$ cat config.mk
export PLATFORM = sky130hd
export DESIGN_NAME = rssi_slope_detector
export DESIGN_NICKNAME = d
export VERILOG_FILES = /design/src/rtl/rssi_slope_detector.sv
export SDC_FILE = /design/constraint.sdc
export NUM_CORES = 1
export LEC_CHECK = 0
export CAP_MARGIN = 30
export CORE_AREA = 5 5 114 143
export DETAILED_ROUTE_END_ITERATION = 10
export DIE_AREA = 0 0 119 148
export PLACE_DENSITY_LB_ADDON = 0.3
export RECOVER_POWER = 50
export SYNTH_ARGS = -nofsm -noshare
export SYNTH_HDL_FRONTEND = slang
export SYNTH_SLANG_ARGS = --single-unit
$ cat constraint.sdc
create_clock -name clk -period 4.8 [get_ports clk]
set_clock_uncertainty 0.2 [all_clocks]
set_input_delay 0.96 -clock clk [delete_from_list [all_inputs] [get_ports clk]]
set_output_delay 0.96 -clock clk [all_outputs]
set_load 0.01 [all_outputs]
$ cat src/rtl/rssi_slope_detector.sv
module rssi_slope_detector #(
  parameter int W     = 8,
  parameter int DEPTH = 16,
  localparam int LW   = $clog2(DEPTH),
  localparam int CW   = $clog2(DEPTH + 1)
) (
  input  logic          clk,
  input  logic          rst_n,
  input  logic          smp_vld,
  input  logic [W-1:0]  smp,
  input  logic [W-1:0]  thresh,
  input  logic [LW-1:0] lag_m1,
  input  logic          rise_en,
  input  logic          fall_en,
  input  logic          arm,
  input  logic          restart_en,
  input  logic          irq_en,
  input  logic          irq_clr,
  output logic          jump_up,
  output logic          jump_dn,
  output logic          irq,
  output logic          rx_restart
);

  logic [W-1:0]  hist [DEPTH];
  logic [CW-1:0] fill;
  logic          blocked;

  wire          active = arm && !blocked;
  wire [W-1:0]  old    = hist[lag_m1];
  wire          full   = fill > CW'(lag_m1);
  wire          take   = smp_vld && active;
  wire          rise   = (smp > old) && ((smp - old) >= thresh);
  wire          fall   = (old > smp) && ((old - smp) >= thresh);
  wire          hit_up = take && full && rise_en && rise;
  wire          hit_dn = take && full && fall_en && fall;
  wire          hit    = hit_up || hit_dn;
  wire          do_rst = hit && restart_en;

  always_ff @(posedge clk or negedge rst_n) begin
    if (!rst_n) begin
      for (int i = 0; i < DEPTH; i++) hist[i] <= '0;
    end else if (take) begin
      hist[0] <= smp;
      for (int i = 1; i < DEPTH; i++) hist[i] <= hist[i-1];
    end
  end

  always_ff @(posedge clk or negedge rst_n) begin
    if (!rst_n) begin
      fill       <= '0;
      blocked    <= 1'b0;
      jump_up    <= 1'b0;
      jump_dn    <= 1'b0;
      rx_restart <= 1'b0;
      irq        <= 1'b0;
    end else begin
      jump_up    <= hit_up;
      jump_dn    <= hit_dn;
      rx_restart <= do_rst;
      if (!arm)        blocked <= 1'b0;
      else if (do_rst) blocked <= 1'b1;
      if (!active || do_rst)                  fill <= '0;
      else if (smp_vld && fill != CW'(DEPTH)) fill <= fill + 1'b1;
      if (hit && irq_en) irq <= 1'b1;
      else if (irq_clr)  irq <= 1'b0;
    end
  end

  logic past_ok;
  always_ff @(posedge clk or negedge rst_n)
    if (!rst_n) past_ok <= 1'b0;
    else        past_ok <= 1'b1;

  AST_ONE_DIRECTION: assert property (@(posedge clk) disable iff (!rst_n)
    !(jump_up && jump_dn));
  AST_UP_NEEDS_EN: assert property (@(posedge clk) disable iff (!rst_n)
    (past_ok && jump_up) |-> $past(rise_en));
  AST_DN_NEEDS_EN: assert property (@(posedge clk) disable iff (!rst_n)
    (past_ok && jump_dn) |-> $past(fall_en));
  AST_RESTART_PULSE: assert property (@(posedge clk) disable iff (!rst_n)
    rx_restart |=> !rx_restart);
  AST_RESTART_NEEDS_EN: assert property (@(posedge clk) disable iff (!rst_n)
    (past_ok && rx_restart) |-> ($past(restart_en) && (jump_up || jump_dn)));
  AST_IRQ_STICKY: assert property (@(posedge clk) disable iff (!rst_n)
    (past_ok && $past(irq) && !$past(irq_clr)) |-> irq);
  AST_UNARMED_QUIET: assert property (@(posedge clk) disable iff (!rst_n)
    (past_ok && !$past(arm)) |-> (!jump_up && !jump_dn));
  AST_FLUSH_ON_RESTART: assert property (@(posedge clk) disable iff (!rst_n)
    rx_restart |-> (fill == '0));

endmodule

; ---- Word level (Yosys, flattened, before mapping)
; Cells that the tools add are included.
; W data, S select, Z words.
[word_totals]
word_cells = 61
output_inout_bits = 4
ff_bits = 138
input_bits = 29
[classes]
bitwise = 1
n_reduce_logical = 18
n_lt_le_gt_ge = 6
mux = 9
addsub = 3
eq_ne = 2
[ops]
columns = op, count
row1 = $bmux W8 S4, 1
row2 = $ge A8 B8 Y1, 2
row3 = $gt A8 B8 Y1, 2
row4 = $mux W8, 2
row5 = $sub A8 B8 Y8, 2
row6 = $logic_and A1 B1 Y1, 12
row7 = $mux W5, 2
row8 = $add A5 B1 Y5 const B, 1
row9 = $ge A5 B5 Y1 const B, 1
row10 = $gt A5 B4 Y1, 1
row11 = $ne A5 B5 Y1 const B, 1
row12 = $not A4 Y5, 1
row13 = $mux W1, 4
row14 = $reduce_bool A2 Y1, 2
row15 = $logic_not A1 Y1, 2
row16 = $logic_or A1 B1 Y1, 2
row17 = $ne A2 B1 Y1 const B, 1

; ---- Depth between registers and ports, before layout
[logic_depth]
depth_word = 12
mapped_depth = 20
depth_no_buf = 18

; ---- Worst setup path after synthesis
; No wires, ideal clock.
[synth_path]
kind = in2reg
startpoint = input lag_m1[1]
endpoint = register blocked
setup_slack_ps = -230
setup_ps = 118
t_arrival_ps = 4712
stages = 17
cell_sequence = clkbuf_1 > clkbuf_1 > mux4_2 > mux4_2 > ha_1 > clkbuf_1 > a21oi_1 > a2bb2oi_1 > a211oi_1 > xor2_1 > ha_1 > a41oi_1 > o21ai_0 > a31oi_1 > a21oi_1 > o211a_1 > a21o_1
[synth_via]
elab_chain_len = 11
word_cells_on_any_way = 21
cone_classes = add/sub: 2 / order compare: 5 / eq/ne: 1 / mux: 3 / bitwise: 1 / reduce/logical: 9
[synth_lines]
columns = element, line_no
row1 = start: declaration, 12  ; input logic [LW-1:0] lag_m1,
row2 = $not A4 Y5 (not written as such), 30  ; wire [W-1:0] old = hist[lag_m1];
row3 = $bmux W8 S4, 30
row4 = $mux W8 (not written as such) (2 in series), 30
row5 = $sub A8 B8 Y8 (on tied branches), "33, 34"
row6 = $ge A8 B8 Y1 (on tied branches), "33, 34"
row7 = $logic_and A1 B1 Y1 (on tied branches), "33, 34"
row8 = $logic_and A1 B1 Y1 (on tied branches), "35, 36"
row9 = $logic_or A1 B1 Y1 (*), 37  ; wire hit = hit_up || hit_dn;
row10 = $logic_and A1 B1 Y1 (*), 38  ; wire do_rst = hit && restart_en;
row11 = named net do_rst, 38
row12 = $ne A2 B1 Y1 (no line) (*), -
row13 = end signal: assignment, 52  ; blocked <= 1'b0;
row14 = end signal: assignment, 61  ; if (!arm) blocked <= 1'b0;
row15 = end signal: assignment, 62  ; else if (do_rst) blocked <= 1'b1;
row16 = end: declaration, 27  ; logic blocked;
; The timed path passes the listed nets; every way through them passes the cells marked *. The select of a mux whose other input is x is not followed.
; A chain may end at the register's enable or synchronous reset.

; ---- Worst setup path in the final report
[layout_path]
startpoint = input lag_m1[0]
endpoint = register blocked
; Same word-level chain as after synthesis.

==> reports/metrics.yaml <==
area_growth_pct: 22.3
root_buffer: "clkbuf_16"
grt_first_pass_wirelength_um: 24300
vias: 4380
cts.path.max_buffers: 2
antenna_left: 0
fin_cells: 791
hold_path_class: "reg2reg"
swShare_pct: 31.6
num_rows: 50
synth_xor_area_share_pct: 1.82
timing.final.hold_violations: 0
drive_above_1_share_pct: 46.0
drv_cap: 2
antenna_found_initial: 0
htreeDepth: 4
die_y_um: 148
stdcell_area_mm2: 0.00885
slew_violations: 111
finalCriticalPeriod_ns: 4.69
synthTopCellsByArea: "dfrtp_1 (48%), mux2_2 (19%), mux4_2 (12%), ha_1 (6.4%), inv_1 (1.3%)"
yosys_register_bits: 138
ys_async_sr_fraction_pct: 100
placed_area_mm2: 0.00807
synthSimpleGateAreaFrac_pct: 4.01
cts_hold_buf: 0
netlist-cell-type-count: 38
fp.dieW_um: 119
synthesis.nets: 592
setup_violations: 0
fp.coreArea_mm2: 0.0148
violations: "max-capacitance violations, max-slew violations"
tritoncts: "built"
p_leak_uw: 0.00404
outcome: "finished with violations"
worst_ep_arrival_time_ns: 4.79
dr.pass1.iters: 4
p_clk_share_pct: 24.8
power.density_mw_per_mm2: 565
synth.area.mux_share_pct: 31.3
io_pins: 33
cts_num_sinks: 138
synth_area_mm2: 0.00723
synth_compound_area_share_pct: 4.20
p_seq_share_pct: 38.3
routed_wl_um: 14000
avgSynthCellArea_um2: 13.8
drt_iter0_drc: 205
dieArea_mm2: 0.0176
drcViolationCount: 0
ys_warn_count: 0
cp_max_fo: 8
max-slew-margin-rel_pct: -105
synth_top_area_share_pct: 47.7
startpoint_type: "primary input"
fin_util_pct: 59.9
antenna_cells: 0
ys_seq_area_share_pct: 47.7
crit_type: "in2reg"
grt_max_degree: 86
synth_edf_count: 0
worstMarginPinSlew_ns: 3.08
numCtsBuffers: 17
switching_power_uw: 1580
ir_drop_uv: 312
synth_top_cell_by_area: "dfrtp_1"
p_int_uw: 3420
wl_per_cell_um: 17.8
path_clk_slew_ns: 0.06
via_per_inst: 5.54
min_path_cells: 1
gr-total-overflow: 0
gr-usage-all-layers_pct: 17.2
postSynthCellCount: 524
place_congestion: 0.884
grt_pass1_vias: 4773
port_buffers: 32
synthAdderAreaFrac_pct: 6.95
critPathRequiredTime_ns: 4.90
start_util_pct: 49.0
dp_hpwl_um: 9560
ys.flop_type: "dfrtp_1"
dp_cells: 754
clock_latency_ns: 0.41
fmax_ghz: 0.213
synth_top_family_by_area: "multiplexers"
reg2regPathDepth: 17
fin_nets: 664
finalCritPeriodShare_pct: 97.7
comb_power_share_pct: 36.9
worst_setup_path_end_kind: "flip-flop"
-- logic make-up (layout without fill, tap and decap cells) --
| group | after synthesis | in the layout |
|---|---|---|
| mux | 161 | 161 |
| flops | 138 | 138 |
| buf+inv | 63 | 148 |
| simple gates | 57 | 57 |
| compound gates | 51 | 51 |
| fa+ha+maj | 39 | 39 |
| xor+xnor | 15 | 15 |
-- state kept, by name (all words and copies together), names as in the netlist --
name,count
rx_restart,1
irq,1
fill,5
jump_up,1
jump_dn,1
hist,128
blocked,1
-- cell usage in the layout, fill, tap and decap left out, types with 3 or more instances in the layout --
master             n
xor2_1             5
inv_1             25
dfrtp_1          138
nor2b_1            3
mux4_2            40
xnor2_1            9
nand4_1            4
nor2_1             8
ha_1              33
clkdlybuf4s50_1   29
a21oi_1            9
o31ai_1            3
clkinvlp_4         5
inv_6              6
mux2_2           120
nor3b_1            4
clkbuf_16         17
o21ai_0           12
nand2_1           21
nor3_1             5
inv_2             10
buf_4             37
a21oi_2            8
ha_4               3
buf_12             7
-- power groups by stage --
stage | clock [µW] | sequential (µW) | combinational (µW)
after floorplan | 0 | 1810 | 1240
after global placement | 0 | 1890 | 1630
final | 1240 | 1910 | 1850
after CTS | 1270 | 1920 | 1740
after detailed placement | 0 | 1930 | 1690
after global routing | 1330 | 1980 | 2040
-- synth_stat cells, drive strengths merged (3+ instances only) --
cell type / number
a211oi: 4
a21oi: 17
and2: 4
buf: 19
clkbuf: 9
dfrtp: 138
ha: 37
inv: 35
mux2: 120
mux4: 40
nand2: 21
nand3: 3
nand4: 4
nor2: 8
nor2b: 4
nor3: 5
nor3b: 5
o21ai: 15
o31ai: 3
xnor2: 10
xor2: 5
-- through the flow --
| step | TNS, ns | power, µW | setup WS [ns] | hold slack (ns) |
|---|---|---|---|---|
| 6_report | 0 | 5000 | 0.111 | 0.302 |
| 3_5_place_dp | -5.02 | 3630 | -0.594 | 0.292 |
| 3_3_place_gp | -4.01 | 3520 | -0.472 | 0.258 |
| 5_1_grt | -0.0549 | 5350 | -0.0328 | 0.322 |
| 2_1_floorplan | 0 | 3050 | 0.00595 | 0.243 |
| 4_1_cts | 0 | 4930 | 0.00645 | 0.306 |
-- area by class of cell --
class	count	area (µm²)
clock inverter	15	139
sequential	138	3450
inverter	35	131
multi-input combinational	323	3640
clock buffer	17	425
tap	182	228
timing repair buffer	81	835
fill	1100	5920
-- worst paths after layout --
check	start	end	slack, ns
min reg2reg	hist[6]	hist[6]	0.30
min in group asynchronous	rst_n	hist[11]	1.35
max	lag_m1[0]	blocked	0.11
min	hist[6]	hist[6]	0.30
max in group asynchronous	rst_n	hist[96]	0.82
max reg2reg	hist[64]	blocked	0.59
-- layer usage --
layer | vias to the layer above | part of all wire, % | GRT usage [%]
met3 | 18 | 2.9 | 3.33
met1 | 2239 | 43 | 21.9
met2 | 74 | 52 | 29.4
li1 | 2049 | - | -
met5 | - | 0 | 0
met4 | 0 | 1.9 | 6.49
-- timing repair --
| action | in CTS | in global routing |
|---|---|---|
| endpoints found under the setup margin | 8 | 10 |
| setup buffers | 3 | 0 |
| endpoints found under the hold margin | 0 | 0 |
| resized for setup | 7 | 31 |
| cloned | 2 | 0 |
| pin swaps | 3 | 14 |
-- worst max-delay path, cell delays in order --
cell and delay (ns):
buf_6 0.12, buf_8 0.16, mux4_2 0.52, mux4_2 0.53
ha_1 0.36, a21oi_1 0.21, and2_4 0.20, o21bai_4 0.07
a21oi_2 0.15, xnor2_1 0.16, ha_1 0.30, a41oi_2 0.20
o21ai_1 0.09, a31oi_1 0.19, a21oi_2 0.10, o211a_4 0.29
a21o_1 0.17
Power figures use the tool's default switching activity.
